==> config.mk <==
export PLATFORM = sky130hd
export DESIGN_NAME = fastlock_cp_timer
export DESIGN_NICKNAME = d
export VERILOG_FILES = /design/src/rtl/flk_pkg.sv /design/src/rtl/flk_timer.sv /design/src/rtl/flk_cur_sel.sv /design/src/rtl/fastlock_cp_timer.sv
export SDC_FILE = /design/constraint.sdc
export NUM_CORES = 1
export LEC_CHECK = 0
export ABC_AREA = 0
export BUFFER_PORTS_ARGS = -buffer_cell sky130_fd_sc_hd__buf_4
export CORE_AREA = 3 3 40 42
export DETAILED_ROUTE_END_ITERATION = 7
export DIE_AREA = 0 0 43 45
export PLACE_DENSITY = 0.67
export REMOVE_ABC_BUFFERS = 1
export SKIP_LAST_GASP = 1
export SLEW_MARGIN = 20
export SYNTH_ARGS = -nofsm -noshare
export SYNTH_HDL_FRONTEND = slang
export SYNTH_SLANG_ARGS = --single-unit
==> constraint.sdc <==
create_clock -name clk -period 2.6 [get_ports clk]
set_input_delay 0.39 -clock clk [delete_from_list [all_inputs] [get_ports clk]]
set_output_delay 0.39 -clock clk [all_outputs]
set_load 0.03 [all_outputs]
==> src/rtl/flk_pkg.sv <==
// Package: shared types for the fastlock current timer.
// Assumes: mode bit encoding 0 = manual exit, 1 = timed exit.
package flk_pkg;
    typedef enum logic {
        MODE_MANUAL = 1'b0,
        MODE_TIMED  = 1'b1
    } flk_mode_e;
endpackage

==> src/rtl/flk_timer.sv <==
// Timeout counter for timed fastlock exit.
// Counts phase-detector strobes while the timed boost is live and fires a
// one-cycle expiry after BASE + STEP*tc strobes.
// Assumes: arm is a one-cycle pulse that coincides with the CP-gain write.
module flk_timer #(
    parameter int TC_W = 4,
    parameter int BASE = 3,
    parameter int STEP = 4
) (
    input  logic            clk,
    input  logic            rst_n,
    input  logic            enable,
    input  logic            arm,
    input  logic            hold,
    input  logic            tick,
    input  logic [TC_W-1:0] tc,
    output logic            expire_o,
    output logic            done_o
);
    localparam int MAXLIM = BASE + STEP * ((1 << TC_W) - 1);
    localparam int CNT_W  = $clog2(MAXLIM + 1);

    logic [CNT_W-1:0] cnt;
    logic [CNT_W-1:0] limit;
    logic             run;
    logic             last;
    logic             fire;

    // Decode the timeout length and the terminal condition.
    always_comb begin
        limit = CNT_W'(BASE) + CNT_W'(STEP) * CNT_W'(tc);
        run   = enable & ~hold & ~done_o;
        last  = (cnt >= limit - CNT_W'(1));
        fire  = run & tick & last & ~arm;
    end

    // Strobe counter: cleared on arm or when idle, advanced on each tick.
    always_ff @(posedge clk) begin
        if (!rst_n || arm || !run) begin
            cnt <= '0;
        end else if (tick) begin
            cnt <= last ? '0 : cnt + CNT_W'(1);
        end
    end

    // Expiry strobe and sticky done flag until the gain bit is cleared.
    always_ff @(posedge clk) begin
        if (!rst_n) begin
            expire_o <= 1'b0;
            done_o   <= 1'b0;
        end else begin
            expire_o <= fire;
            if (arm)          done_o <= 1'b0;
            else if (fire)    done_o <= 1'b1;
            else if (!enable) done_o <= 1'b0;
        end
    end

    p_clr_single_r9: assert property (@(posedge clk) disable iff (!rst_n)
        expire_o |=> !expire_o);
    p_clr_needs_timed_r9: assert property (@(posedge clk) disable iff (!rst_n)
        expire_o |-> $past(enable));
    p_hold_load_r8: assert property (@(posedge clk) disable iff (!rst_n)
        hold |=> (cnt == '0));
    p_arm_restart_r7: assert property (@(posedge clk) disable iff (!rst_n)
        arm |=> ((cnt == '0) && !expire_o));
    p_idle_stable_r6: assert property (@(posedge clk) disable iff (!rst_n)
        (run && !tick && !arm) |=> $stable(cnt));
endmodule

==> src/rtl/flk_cur_sel.sv <==
// Current code selector.
// Drives the boost code while fastlock is enabled, the CP-gain bit is set and
// no timed expiry has happened; otherwise the primary code.
// Assumes: done is only meaningful in timed mode.
module flk_cur_sel #(
    parameter int CODE_W = 3
) (
    input  logic              en,
    input  logic              gain,
    input  logic              timed,
    input  logic              done,
    input  logic [CODE_W-1:0] code_pri,
    input  logic [CODE_W-1:0] code_sec,
    output logic [CODE_W-1:0] code_o
);
    logic boost;

    // Pick the boost or the steady code.
    always_comb begin
        boost  = en & gain & ~(timed & done);
        code_o = boost ? code_sec : code_pri;
    end
endmodule

==> src/rtl/fastlock_cp_timer.sv <==
// Fastlock charge-pump current timer (top).
// Chooses the active charge-pump current code from two programmed settings
// and, in timed mode, clears the CP-gain bit after a strobe-counted timeout.
// Assumes: gain_bit is the register content, updated one edge after gain_set
// or gain_clr; synchronous active-low reset.
module fastlock_cp_timer #(
    parameter int TC_W   = 4,
    parameter int CODE_W = 3,
    parameter int BASE   = 3,
    parameter int STEP   = 4
) (
    input  logic              clk,
    input  logic              rst_n,
    input  logic              fl_en,
    input  logic              fl_mode,
    input  logic [TC_W-1:0]   tmo_code,
    input  logic [CODE_W-1:0] set_pri,
    input  logic [CODE_W-1:0] set_sec,
    input  logic              gain_bit,
    input  logic              gain_set,
    input  logic              pd_tick,
    input  logic              pwr_dn,
    output logic [CODE_W-1:0] cur_code,
    output logic              gain_clr
);
    import flk_pkg::*;

    logic timed;
    logic tmr_en;
    logic tmr_done;

    // Decode the mode and the timer enable.
    always_comb begin
        timed  = (flk_mode_e'(fl_mode) == MODE_TIMED);
        tmr_en = fl_en & timed & gain_bit;
    end

    flk_timer #(.TC_W(TC_W), .BASE(BASE), .STEP(STEP)) u_timer (
        .clk      (clk),
        .rst_n    (rst_n),
        .enable   (tmr_en),
        .arm      (gain_set),
        .hold     (pwr_dn),
        .tick     (pd_tick),
        .tc       (tmo_code),
        .expire_o (gain_clr),
        .done_o   (tmr_done)
    );

    flk_cur_sel #(.CODE_W(CODE_W)) u_sel (
        .en       (fl_en),
        .gain     (gain_bit),
        .timed    (timed),
        .done     (tmr_done),
        .code_pri (set_pri),
        .code_sec (set_sec),
        .code_o   (cur_code)
    );

    p_disabled_primary_r2: assert property (@(posedge clk) disable iff (!rst_n)
        !fl_en |-> (cur_code == set_pri));
    p_clr_reverts_r5: assert property (@(posedge clk) disable iff (!rst_n)
        gain_clr |-> (cur_code == set_pri));
    p_manual_no_clr_r4: assert property (@(posedge clk) disable iff (!rst_n)
        (!fl_mode && $past(!fl_mode)) |-> !gain_clr);
endmodule

==> metrics.txt, run 1 <==
worst hold-check slack around 0.39 ns; Highest Clock Rate a little under 0.6 GHz; CP Data Required Time approximately 2.2 ns; DIE WIDTH ~43 um; global-route wire length before repair between 1500 and 2000 um; global-route layer with the greatest usage met2; total standard cell area after synthesis around 520 sq um; detailed-route wire length per cell between 10 and 15 um; residual antenna-violating net count after detailed routing 0; sort of element at the start of the critical path flop; maximum number of buffers from clock root to sink 2; Pre-Repair DR Iteration Count 3; area of all placed cells without fillers about 720 sq um; area overhead of the layout relative to synthesis 37.0%; post-synthesis sequential area ratio ~31%; via density per instance approximately 4.6; headroom to the max-slew limit between 80% and 90%; Vias approximately 440; met1 usage in global routing about 17%; leading cell types by count after synthesis sky130_fd_sc_hd__dfxtp_1 (8), sky130_fd_sc_hd__nor2_1 (8), sky130_fd_sc_hd__ha_1 (6), sky130_fd_sc_hd__nand2_1 (6), sky130_fd_sc_hd__inv_1 (5); Root Buffer Master sky130_fd_sc_hd__clkbuf_4; detailed placer's ending HPWL approximately 880 um; pre-CTS setup slack approximately 0.9 ns; sum of negative setup slack 0 ns; core outline area approximately 1300 sq um; Starting Density about 41%; Remaining Overflow, GRT 0; ratio of cells with drive above 1 in the final layout between 40% and 50%; total setup violations reported at the end of the flow 0; outcome complete, no violations; endpoint kind of the worst setup timing path output pin; area of placed instances between 600 and 700 sq um; Clock H-tree levels 1; post_cts resized 0; clock network latency to the later pin of the worst-skew pair between 0.2 and 0.3 ns; global-route met2 utilization 18.3%; number of cells in the design after placement 91; final net count between 100 and 150; average size of a mapped cell approximately 9.4 sq um; Synth top area share slightly above 30%; Initial DRC Count 5; post-route clock skew approximately 0.00022 ns; worst slew pin tran 0.248 ns; largest area contributor in the synthesized netlist sky130_fd_sc_hd__dfxtp_1; number of different library cells in the post-synthesis netlist 19; I/O pin count 22; total wire length after detailed routing between 1000 and 1500 um; largest net degree at the start of global routing 8; vias in the first global route roughly 420; count of synthesis-stage warnings from yosys 0; total clock buffers created by CTS 3; ys async rst share 0%; post-synthesis instance total 56; final standard cell utilization of the core 55.9%; max capacitance violation total 0; floorplan row count 13; residual DRC count 0; crit path DAT 1.30 ns; maximum fanout along the worst path 3; share of the cycle needed by the critical path after routing 65.0%; static leakage around 0.32 nW; Post-CTS Hold Buffers 0; TritonCTS sink count 8; number of buffers inserted to repair setup after CTS 0; IR drop worst, VDD between 200 and 300 uV; number of antenna violations at the first check in global routing 0; GRT Total Usage about an eighth; height of the chip approximately 45 um; Most used DFF post-synth sky130_fd_sc_hd__dfxtp_1; number of standard cells in the final layout excluding fillers 94; Final Hold Fails 0; routing usage on met3 approximately 7%; power density cells roughly 370 nW/um^2; Final min period 1.69 ns; number of synthesized flops with an enable pin 0; area of the die 1940 sq um; port bufs 21; fin. max-slew vios 0; antenna cells 0; Synth Register Bits 8; final setup margin roughly 0.91 ns; FILL cells around 130; type of the tightest min-delay check in -> reg; RePlAce Congestion between 0.7 and 0.8; classification of the worst setup path reg -> out; Clock transition at path regs 0.05 ns; post-route total power 269 uW; synth top area cells sky130_fd_sc_hd__dfxtp_1 (31%), sky130_fd_sc_hd__ha_1 (14%), sky130_fd_sc_hd__mux2_2 (6.4%); TritonCTS clock tree done; unrepaired setup endpoints after global routing false
[kinds of logic after synthesis]
family | share of synthesized area (%)
AO/OA/AOI/OAI | 16.2
XOR/XNOR | 8.35
adder cells (fa/ha/maj) | 14.3
buffers and inverters | 4.53
flip-flops | 30.5
multiplexers | 6.44
AND/OR/NAND/NOR | 19.6
[worst paths after layout]
path                                startpoint              to  slack [ns]  cells past startpoint
worst max-delay path            u_timer.done_o     cur_code[0]        0.91                      3
worst min-delay path                   pd_tick  u_timer.cnt[1]        0.39                      2
worst max register to register  u_timer.cnt[3]  u_timer.cnt[1]        1.08                      5
worst min register to register  u_timer.done_o  u_timer.done_o        0.51                      1
[layout by cell type, fill, tap and decap left out, drive strengths merged]
| cell type | Yosys | routed |
|---|---|---|
| a211oi | 2 | 2 |
| a21o | 1 | 1 |
| and3 | 1 | 1 |
| buf | 0 | 21 |
| clkbuf | 1 | 3 |
| dfxtp | 8 | 8 |
| ha | 6 | 6 |
| inv | 5 | 5 |
| mux2 | 3 | 3 |
| nand2 | 6 | 6 |
| nand4 | 2 | 2 |
| nor2 | 8 | 8 |
| nor3 | 3 | 3 |
| o211ai | 2 | 2 |
| o21a | 2 | 2 |
| o21ai | 1 | 1 |
| xnor2 | 2 | 2 |
| xor2 | 3 | 3 |
[area by class of cell]
cell class	count	area, sq um	area share, %
well taps	15	18.8	2.61
multi-input cells	42	340	47.4
inverters	5	18.8	2.61
flip-flops and latches	8	160	22.3
repair buffers	21	158	22.0
clock buffers	3	22.5	3.14
[registers in the layout, indices dropped and copies added, names as in the netlist]
signal and cells:
u_timer.expire_o 1, u_timer.cnt 6, u_timer.done_o 1
[where the power goes]
part           switching (mW)  internal [mW]
combinational          0.0229         0.0287
clock                  0.0419         0.0528
sequential           0.000169          0.123
[critical path, cell delays in order, from the launching register on]
cell and delay [ns]:
sky130_fd_sc_hd__dfxtp_1 0.35, sky130_fd_sc_hd__a21o_1 0.19, sky130_fd_sc_hd__mux2_2 0.34, sky130_fd_sc_hd__buf_4 0.17
[routing by layer]
layer	up-vias	wire length, um
met1	187	462
li1	239	-
met3	2	62
met4	0	12
met5	-	0
met2	8	484
(Power assumes the default switching activity.)
==> run 2, diff against run 1 <==
--- a/config.mk
+++ b/config.mk
@@ -5,12 +5,12 @@
 export SDC_FILE = /design/constraint.sdc
 export NUM_CORES = 1
 export LEC_CHECK = 0
-export ABC_AREA = 0
+export ABC_AREA = 1
 export BUFFER_PORTS_ARGS = -buffer_cell sky130_fd_sc_hd__buf_4
 export CORE_AREA = 3 3 40 42
 export DETAILED_ROUTE_END_ITERATION = 7
 export DIE_AREA = 0 0 43 45
-export PLACE_DENSITY = 0.67
+export PLACE_DENSITY = 0.68
 export REMOVE_ABC_BUFFERS = 1
 export SKIP_LAST_GASP = 1
 export SLEW_MARGIN = 20
==> constraint.sdc (replaced) <==
create_clock -name clk -period 1.7 [get_ports clk]
set_input_delay 0.255 -clock clk [delete_from_list [all_inputs] [get_ports clk]]
set_output_delay 0.255 -clock clk [all_outputs]
set_load 0.03 [all_outputs]
==> run 2 against run 1 <==
Effect of this change: hold slack worse by 0.15 ns; synthesized cell count up 23%; sequential power up 53%; flip-flop and latch count unchanged; first-iteration DRC count unchanged; global-route usage down 0.73 points; count of clock-buffer cells in the layout unchanged; die area unchanged; design area up 1.7%; total power up 51%.
==> metrics.txt, run 2 <==
post_cts resized 0; largest net degree at the start of global routing 9; post-synthesis instance total slightly below 70; post-synthesis sequential area ratio roughly 29%; count leader, synth sky130_fd_sc_hd__nand2_1; cell depth of the worst min-delay path 4; highest-count cells in the layout ignoring fill and taps sky130_fd_sc_hd__buf_4 (21), sky130_fd_sc_hd__nand2_1 (13), sky130_fd_sc_hd__nor2_1 (9), sky130_fd_sc_hd__inv_1 (8), sky130_fd_sc_hd__dfxtp_1 (8); height of the chip about 45 um; Initial DRC Count 5; Most used DFF post-synth sky130_fd_sc_hd__dfxtp_1; maximum number of buffers from clock root to sink 2; endpoint kind of the worst setup timing path output pin; total setup violations reported at the end of the flow 0; r2r setup slk between 0.3 and 0.4 ns; area overhead of the layout relative to synthesis 34.6%; unrepaired setup endpoints after global routing false; R2R cell count 8; kind of cell with the highest combined delay on the critical path flip-flops; post-route total power between 400 and 500 uW; Root Buffer Master sky130_fd_sc_hd__clkbuf_4; worst reg2reg path startpoint u_timer.cnt[0]; detailed placer's ending HPWL ~880 um; total standard cell area after synthesis 543 sq um; count of synthesis-stage warnings from yosys 0; core outline area between 1000 and 1500 sq um; static leakage around 0.35 nW; DIE WIDTH approximately 43 um; main combinational cell family by area after synthesis simple AND/OR/NAND/NOR gates; detailed-route wire length per cell between 9 and 10 um; Clock transition at path regs 0.05 ns; total wire length after detailed routing 1000 um; largest incremental delay on the critical path 0.35 ns; classification of the worst setup path reg -> out; sum of negative setup slack 0 ns; final standard cell utilization of the core approximately 57%; I/O pin count 22; maximum fanout along the worst path 3; TritonCTS clock tree done; max capacitance violation total 0; Final Hold Fails 0; number of different library cells in the post-synthesis netlist 18; area of the die about 1900 sq um; RePlAce Congestion slightly below 0.7; Largest Register u_timer.cnt; largest area contributor in the synthesized netlist sky130_fd_sc_hd__dfxtp_1; headroom to the max-slew limit roughly 88%; Highest Clock Rate 0.647 GHz; standard cell with the maximum stage delay on the critical path sky130_fd_sc_hd__dfxtp_1; post-synthesis simple-gate area fraction 32.0%; worst slew pin tran ~0.19 ns; share of the synthesized netlist area taken by xor and xnor gates 8.06%; most frequent standard cell in the layout excluding fill and tap cells sky130_fd_sc_hd__buf_4; launch point of the worst hold path gain_set; clock network latency to the later pin of the worst-skew pair around 0.25 ns; Adder-Cell Fraction of Synth Area between 10% and 20%; pre-CTS setup slack approximately 0.36 ns; CP Data Required Time 1.44 ns; Synth Register Bits 8; final setup margin 0.154 ns; Largest register FFs 6; area of placed instances ~710 sq um; share of the cycle needed by the critical path after routing approximately nine tenths; number of antenna violations at the first check in global routing 0; number of buffers and inverters on the critical path 1; Final min period about 1.5 ns; floorplan row count 13; residual DRC count 0; compound-gate portion of the synthesized area approximately 2.8%; global-route wire length before repair between 1500 and 2000 um; post-route clock skew roughly 0.0075 ns; fin. max-slew vios 0; Post-CTS Hold Buffers 0; average size of a mapped cell between 7 and 8 sq um; number of standard cells in the final layout excluding fillers ~110; Pre-Repair DR Iteration Count 2; number of buffers inserted to repair setup after CTS 0; Vias about 490; Remaining Overflow, GRT 0; port bufs 21; Synth top area share 29.5%; crit path DAT around 1.3 ns; Starting Density about 42%; leading cell types by count after synthesis sky130_fd_sc_hd__nand2_1 (13), sky130_fd_sc_hd__nor2_1 (9), sky130_fd_sc_hd__dfxtp_1 (8), sky130_fd_sc_hd__inv_1 (8), sky130_fd_sc_hd__ha_1 (6); outcome complete, no violations; Reg2Reg Capture Point u_timer.cnt[4]; area of all placed cells without fillers roughly 730 sq um; total clock buffers created by CTS 3; share of cell area taken by muxes after synthesis 6.22%; vias in the first global route 469; TritonCTS sink count 8; IR drop worst, VDD between 300 and 400 uV; critical-path cell list nand2_1 > nand3_1 > mux2_2 > buf_4; residual antenna-violating net count after detailed routing 0; worst hold-check slack 0.237 ns; antenna cells 0; FILL cells approximately 150; number of cells in the design after placement roughly 100; ys async rst share 0%; type of the tightest min-delay check in -> reg; endpoint of the worst hold-timing path u_timer.done_o; via density per instance approximately 4.6; number of synthesized flops with an enable pin 0; sort of element at the start of the critical path flop; final net count about 120; power density cells 555 nW/um^2; ratio of cells with drive above 1 in the final layout about 36%; Clock H-tree levels 1; GRT Total Usage about an eighth; synth top area cells sky130_fd_sc_hd__dfxtp_1 (29%), sky130_fd_sc_hd__ha_1 (14%), sky130_fd_sc_hd__nand2_1 (9.0%); registers with the most flip-flops u_timer.cnt (6), u_timer.done_o (1), u_timer.expire_o (1)
run 2: cell types whose count changed after synthesis, sizes merged, moves of 2 or more:
| cell | before | now |
|---|---|---|
| o21a | 2 | 0 |
| nand3 | 0 | 6 |
| a211oi | 2 | 0 |
| nor3 | 3 | 0 |
| o211ai | 2 | 0 |
| a21oi | 0 | 2 |
| nor2 | 8 | 11 |
| nand2 | 6 | 15 |
| inv | 5 | 8 |
run 2: cell type report:
class / count / area, sq um / share of cell area, %
clock buffer: 3 / 22.5 / 3.08
multi-input combinational: 52 / 342 / 46.7
inverter: 8 / 30.0 / 4.11
timing repair buffer: 21 / 158 / 21.6
tap: 15 / 18.8 / 2.57
sequential: 8 / 160 / 21.9
run 2: tightest hold or removal path: stages:
cell and delay, ns:
sky130_fd_sc_hd__buf_4 0.08, sky130_fd_sc_hd__inv_1 0.04, sky130_fd_sc_hd__nand2_1 0.05, sky130_fd_sc_hd__a21oi_1 0.03
run 2: cell families after synthesis:
family                     count (synthesis)
adders and majority gates                  6
and+or+nand+nor                           35
muxes                                      3
DFF                                        8
xor gates and xnor gates                   5
buffers and inverters                      9
AOI/OAI and AO/OA                          3
run 2: where the power goes:
group	total [mW]	switching [mW]	internal, mW
logic	0.0780	0.0348	0.0432
registers	0.188	0.000270	0.188
clock network	0.139	0.0587	0.0804
run 2: how the worst max path moves through the flow:
stage	from	slack [ns]	endpoint	depth (start not counted)
after global placement	tmo_code[3]	0.39	u_timer.cnt[4]	8
after floorplan	u_timer.cnt[0]	0.47	u_timer.cnt[0]	8
after detailed placement	u_timer.cnt[0]	0.36	u_timer.cnt[4]	8
final	u_timer.done_o	0.15	cur_code[2]	4
after global routing	u_timer.done_o	0.06	cur_code[1]	4
after CTS	u_timer.done_o	0.13	cur_code[0]	4
run 2: per-layer routing:
metal | up-vias | track usage, % | routed length [um]
met5 | - | 0 | 0
met4 | 0 | 12.7 | 45
met1 | 201 | 11.7 | 409
li1 | 269 | - | -
met3 | 4 | 3.19 | 71
met2 | 17 | 21.3 | 474
